--- src/rtl/nvw_pkg.sv ---
package nvw_pkg;
   typedef enum logic {
      TMR_IDLE = 1'b0,
      TMR_RUN  = 1'b1
   } nvw_tmr_e;

   function automatic int unsigned nvw_cw(input int unsigned cycles);
      return (cycles > 2) ? $clog2(cycles) : 1;
   endfunction
endpackage

--- src/rtl/nvw_pending.sv ---
module nvw_pending #(
   parameter int unsigned NCHAN = 4,
   parameter int unsigned SLW   = 2,
   parameter int unsigned DW    = 6
) (
   input  logic                  clk_i,
   input  logic                  rst_ni,
   input  logic                  load_i,
   input  logic                  drop_i,
   input  logic [NCHAN-1:0]      mask_i,
   input  logic [SLW-1:0]        slot_i,
   input  logic [NCHAN*DW-1:0]   data_i,
   output logic                  pend_o,
   output logic [NCHAN-1:0]      mask_o,
   output logic [SLW-1:0]        slot_o,
   output logic [NCHAN*DW-1:0]   data_o
);
   always_ff @(posedge clk_i or negedge rst_ni) begin
      if (!rst_ni) begin
         pend_o <= 1'b0;
         mask_o <= '0;
         slot_o <= '0;
         data_o <= '0;
      end else if (drop_i) begin
         pend_o <= 1'b0;
      end else if (load_i) begin
         pend_o <= 1'b1;
         mask_o <= mask_i;
         slot_o <= slot_i;
         data_o <= data_i;
      end
   end
endmodule

--- src/rtl/nvw_timer.sv ---
module nvw_timer
   import nvw_pkg::*;
#(
   parameter int unsigned WRITE_CYCLES = 2000000
) (
   input  logic clk_i,
   input  logic rst_ni,
   input  logic start_i,
   output logic run_o,
   output logic done_o
);
   localparam int unsigned CW = nvw_cw(WRITE_CYCLES);

   nvw_tmr_e state_q;

   assign run_o = (state_q == TMR_RUN);

   generate
      if (WRITE_CYCLES == 1) begin : g_single
         assign done_o = run_o;
      end else begin : g_count
         localparam logic [CW-1:0] LAST = CW'(WRITE_CYCLES - 1);
         logic [CW-1:0] cnt_q;
         always_ff @(posedge clk_i or negedge rst_ni) begin
            if (!rst_ni)      cnt_q <= '0;
            else if (!run_o)  cnt_q <= '0;
            else              cnt_q <= cnt_q + 1'b1;
         end
         assign done_o = run_o && (cnt_q == LAST);
      end
   endgenerate

   always_ff @(posedge clk_i or negedge rst_ni) begin
      if (!rst_ni)                     state_q <= TMR_IDLE;
      else if (start_i && !run_o)      state_q <= TMR_RUN;
      else if (done_o)                 state_q <= TMR_IDLE;
   end
endmodule

--- src/rtl/nvw_commit.sv ---
module nvw_commit #(
   parameter int unsigned NCHAN = 4,
   parameter int unsigned SLW   = 2,
   parameter int unsigned DW    = 6
) (
   input  logic                  clk_i,
   input  logic                  rst_ni,
   input  logic                  fire_i,
   input  logic [NCHAN-1:0]      mask_i,
   input  logic [SLW-1:0]        slot_i,
   input  logic [NCHAN*DW-1:0]   data_i,
   output logic                  valid_o,
   output logic [NCHAN-1:0]      mask_o,
   output logic [SLW-1:0]        slot_o,
   output logic [NCHAN*DW-1:0]   data_o
);
   logic [NCHAN*DW-1:0] lanes;

   generate
      for (genvar ch = 0; ch < NCHAN; ch++) begin : g_lane
         assign lanes[ch*DW +: DW] = mask_i[ch] ? data_i[ch*DW +: DW] : '0;
      end
   endgenerate

   always_ff @(posedge clk_i or negedge rst_ni) begin
      if (!rst_ni) begin
         valid_o <= 1'b0;
         mask_o  <= '0;
         slot_o  <= '0;
         data_o  <= '0;
      end else if (fire_i) begin
         valid_o <= 1'b1;
         mask_o  <= mask_i;
         slot_o  <= slot_i;
         data_o  <= lanes;
      end else begin
         valid_o <= 1'b0;
         mask_o  <= '0;
         slot_o  <= '0;
         data_o  <= '0;
      end
   end
endmodule

--- src/rtl/nvw_busy_ctrl.sv ---
module nvw_busy_ctrl #(
   parameter int unsigned NCHAN        = 4,
   parameter int unsigned NSLOT        = 4,
   parameter int unsigned DW           = 6,
   parameter int unsigned WRITE_CYCLES = 2000000,
   localparam int unsigned SLW         = (NSLOT > 1) ? $clog2(NSLOT) : 1,
   localparam int unsigned LW          = NCHAN * DW
) (
   input  logic             clk_i,
   input  logic             rst_ni,
   input  logic             st_req_i,
   input  logic [NCHAN-1:0] st_mask_i,
   input  logic [SLW-1:0]   st_slot_i,
   input  logic [LW-1:0]    st_data_i,
   input  logic             bus_abort_i,
   input  logic             bus_stop_i,
   input  logic             wp_n_i,
   output logic             busy_o,
   output logic             commit_valid_o,
   output logic [NCHAN-1:0] commit_mask_o,
   output logic [SLW-1:0]   commit_slot_o,
   output logic [LW-1:0]    commit_data_o
);
   generate
      if (NCHAN < 1) begin : g_bad_nchan
         initial $fatal(1, "nvw_busy_ctrl: NCHAN must be at least 1");
      end
      if (DW < 1) begin : g_bad_dw
         initial $fatal(1, "nvw_busy_ctrl: DW must be at least 1");
      end
      if (WRITE_CYCLES < 1) begin : g_bad_cycles
         initial $fatal(1, "nvw_busy_ctrl: WRITE_CYCLES must be at least 1");
      end
   endgenerate

   logic             pend;
   logic [NCHAN-1:0] pend_mask;
   logic [SLW-1:0]   pend_slot;
   logic [LW-1:0]    pend_data;
   logic             running;
   logic             done;
   logic             launch;

   nvw_pending #(.NCHAN(NCHAN), .SLW(SLW), .DW(DW)) u_pend (
      .clk_i  (clk_i),
      .rst_ni (rst_ni),
      .load_i (st_req_i && !running),
      .drop_i (bus_stop_i || bus_abort_i),
      .mask_i (st_mask_i),
      .slot_i (st_slot_i),
      .data_i (st_data_i),
      .pend_o (pend),
      .mask_o (pend_mask),
      .slot_o (pend_slot),
      .data_o (pend_data)
   );

   assign launch = bus_stop_i && pend && wp_n_i && !running;

   nvw_timer #(.WRITE_CYCLES(WRITE_CYCLES)) u_tmr (
      .clk_i   (clk_i),
      .rst_ni  (rst_ni),
      .start_i (launch),
      .run_o   (running),
      .done_o  (done)
   );

   nvw_commit #(.NCHAN(NCHAN), .SLW(SLW), .DW(DW)) u_cmt (
      .clk_i   (clk_i),
      .rst_ni  (rst_ni),
      .fire_i  (done),
      .mask_i  (pend_mask),
      .slot_i  (pend_slot),
      .data_i  (pend_data),
      .valid_o (commit_valid_o),
      .mask_o  (commit_mask_o),
      .slot_o  (commit_slot_o),
      .data_o  (commit_data_o)
   );

   assign busy_o = running;
endmodule

--- config.mk ---
export PLATFORM = sky130hd
export DESIGN_NAME = nvw_busy_ctrl
export DESIGN_NICKNAME = d
export VERILOG_FILES = /design/src/rtl/nvw_pkg.sv /design/src/rtl/nvw_pending.sv /design/src/rtl/nvw_timer.sv /design/src/rtl/nvw_commit.sv /design/src/rtl/nvw_busy_ctrl.sv
export SDC_FILE = /design/constraint.sdc
export NUM_CORES = 1
export LEC_CHECK = 0
export BUFFER_PORTS_ARGS = -buffer_cell sky130_fd_sc_hd__buf_2
export CORE_MARGIN = 2
export CORE_UTILIZATION = 48
export DETAILED_ROUTE_END_ITERATION = 10
export PLACE_DENSITY = 0.76
export SKIP_CTS_REPAIR_TIMING = 1
export SYNTH_ARGS = -nofsm -noshare
export SYNTH_HDL_FRONTEND = slang
export SYNTH_SLANG_ARGS = --single-unit
--- constraint.sdc ---
create_clock -name clk_i -period 2.06 [get_ports clk_i]
set_clock_uncertainty 0.15 [all_clocks]
set_input_delay 0.309 -clock clk_i [delete_from_list [all_inputs] [get_ports clk_i]]
set_output_delay 0.309 -clock clk_i [all_outputs]
set_load 0.01 [all_outputs]
==> results.toml <==
[die]
initial_core_util_pct = 50.0
die_w_um = 85.8
rows = 29
core_um2 = 6420
dieArea_um2 = 7360
pin_count = 68
die_y_um = 85.8

[status]
status = "finished clean"

[finish]
drive_gt1_share_pct = 40.7
multi_input_area_um2 = 1100
final_core_util_pct = 62.6
post-route-cell-area_um2 = 4020
regArea_um2 = 2100
fill_cells = 512
num_antenna_cells = 0
nNetsFinal = 366
area_growth_pct = 25.2

[worst_setup_path]
cp-start-kind = "register"
crit_chain = "nand3_2 > or4_4 > buf_4 > or3_1 > a21oi_1"
cp_slowest_cell = "or4_4"
cp_slowest_stage_delay_ps = 560
cp.arrival_ps = 2090
worstPathRequired_ps = 2180
endpoint_kind = "register"
critical_path_class = "register to register"
cp_max_fo = 8

[place]
gp_congestion = 0.856
portBuffers = 67
placed_area_um2 = 3750
place_ws_ps = 31.0
hpwl_mm = 4.28

[synth]
yosys_warnings = 0
syn_avg_cell_area_um2 = 13.2
yosysUniqueCellTypes = 30
synth_seq_cells = 84
async_flop_share_pct = 100
synth_nets = 280
synth_top_cell_area_share_pct = 65.4
ys.flop_type = "dfrtp_1"
netlist_instances = 243
synth_area_um2 = 3210
synth_area_leaders = "dfrtp_1, mux2_2, and3_1"
synth_edf_count = 0
netlist.top_cell.by_area = "dfrtp_1"
yosysSeqAreaShare_pct = 65.4

[cts]
clock_latency_ps = 340
ctsRootBufferMaster = "clkbuf_8"
clockBufferDepth = 2
h-tree-depth = 3
cts_tree = "done"
cts_num_sinks = 84
numCtsBuffers = 9
clk_transition_reported_paths_ps = 80

[timing]
grt_setup_unrepaired = "true"
hold_viol = 0
maxSlewViolCount = 0
worst_slew_pin_slew_ps = 564
setup_violations = 0
setup_ws_ps = 86.7
fin_crit_sh_pct = 95.8
tns_ps = 0
holdWs_ps = 3.67
relSlewSlack_pct = 62.4
max_freq_mhz = 507
min_period_ps = 1970

[global_route]
grt_pass1_vias = 2181
grt_max_degree = 46
grt_overflow = 0
grt_pass1_wl_mm = 10.2
antenna_found_initial = 0
grt_usage_pct = 17.6

[detailed_routing]
routed_via_density = 5.36
vias = 2201
wl_mm = 6.02
dr.pass1.iters = 7
antenna_left = 0
route.detailed.drc = 0
routedWlPerCell_um = 14.7
drt_iter0_markers = 105

[power]
ir_drop_mv = 0.519
power_density_nw_per_um2 = 759
power.leakage_nw = 2.15

[flow_run]
drv_cap = 0

[hold_path]
min-delay-path-class = "input pin to register"
## sequential cells by signal, indices dropped and copies added, names as in the netlist
name and count:
u_pend.mask_o 4, u_tmr.run_o 1, u_pend.slot_o 2, u_cmt.valid_o 1, u_cmt.slot_o 2, u_tmr.g_count.cnt_q 21
u_cmt.data_o 24, u_pend.data_o 24, u_cmt.mask_o 4, u_pend.pend_o 1
## critical path: cells and delay by family, from the launching register on
family | cells | cell delay [ps]
buf+inv | 1 | 180
flops | 1 | 390
simple gates | 3 | 1030
compound gates | 1 | 150
## cells in the final DEF (no fill, tap or decap), types with 2 or more instances in the layout
cell	instances
dfrtp_1	83
buf_2	66
mux2_2	30
and3_1	24
buf_4	14
nor2_1	12
nand3_1	10
a21oi_1	9
clkbuf_8	9
and2_1	8
nand2_1	7
xor2_1	7
nand4_1	6
o21ai_0	5
nor3_1	4
xnor2_1	4
or3_1	3
nor4b_1	2
and4_1	2
o31ai_1	2
or4_1	2
bufinv_16	2
dlygate4sd3_1	2
buf_12	2
## cells by family (layout without fill, tap and decap cells)
group / after synthesis / count (layout) / share of synthesized area, %
xor+xnor: 11 / 11 / 3.00
compound gates: 16 / 16 / 2.65
fa+ha+maj: 1 / 1 / 0.389
buf+inv: 10 / 101 / 1.21
simple gates: 90 / 90 / 16.5
flops: 84 / 84 / 65.4
mux: 31 / 31 / 10.8
## stage by stage
stage               std cells  power (mW)
global placement          392        1.79
CTS                       408        3.09
detailed placement        392        1.79
finish                    411        3.05
global route              411        3.16
floorplan                 243        1.71
## metal layers
metal / vias up / track usage (%) / share of wire, %
met5: - / 0 / 0
met4: 0 / 3.46 / 0.66
met3: 4 / 7.12 / 8.0
met2: 64 / 27.2 / 49
met1: 1095 / 24.0 / 42
li1: 1038 / - / -
## final timing paths
check,start,to,slack [ps],depth (start not counted)
worst min register to register,u_tmr.g_count.cnt_q[0]$_DFF_PN0_,u_tmr.g_count.cnt_q[0]$_DFF_PN0_,340,1
worst max register to register,u_tmr.g_count.cnt_q[4]$_DFF_PN0_,u_tmr.g_count.cnt_q[15]$_DFF_PN0_,90,5
min in group asynchronous,rst_ni,u_pend.data_o[1]$_DFFE_PN0P_,350,2
max in group asynchronous,rst_ni,u_tmr.g_count.cnt_q[4]$_DFF_PN0_,850,3
worst min-delay path,bus_stop_i,u_pend.pend_o$_DFFE_PN0P_,4,2
worst max-delay path,u_tmr.g_count.cnt_q[4]$_DFF_PN0_,u_tmr.g_count.cnt_q[15]$_DFF_PN0_,90,5
## synthesized netlist by cell type (2+ instances only)
master / instances
nand4_1: 6
nor2_1: 12
nor4_1: 2
clkbuf_1: 8
xor2_1: 7
and3_1: 24
nand3_1: 10
or3_1: 3
nor3_1: 4
and4_1: 2
nand2_1: 7
o31ai_1: 2
xnor2_1: 4
o21ai_0: 5
and2_1: 8
dfrtp_1: 84
mux2_2: 30
or4_1: 3
a21oi_1: 9
nor4b_1: 3
## power breakdown
part | switching, mW | internal, mW | leakage [nW]
clock network | 0.595 | 0.698 | 0.109
logic | 0.0441 | 0.0425 | 0.895
registers | 0.00906 | 1.66 | 1.15
## final cells by class
type	count	area share [%]
flip-flops and latches	84	52.3
repair buffers	84	12.3
multi-input cells	149	27.3
clock inverters	6	2.40
well taps	77	2.40
inverters	1	0.0933
clock buffers	10	3.17
(Power assumes the default switching activity.)
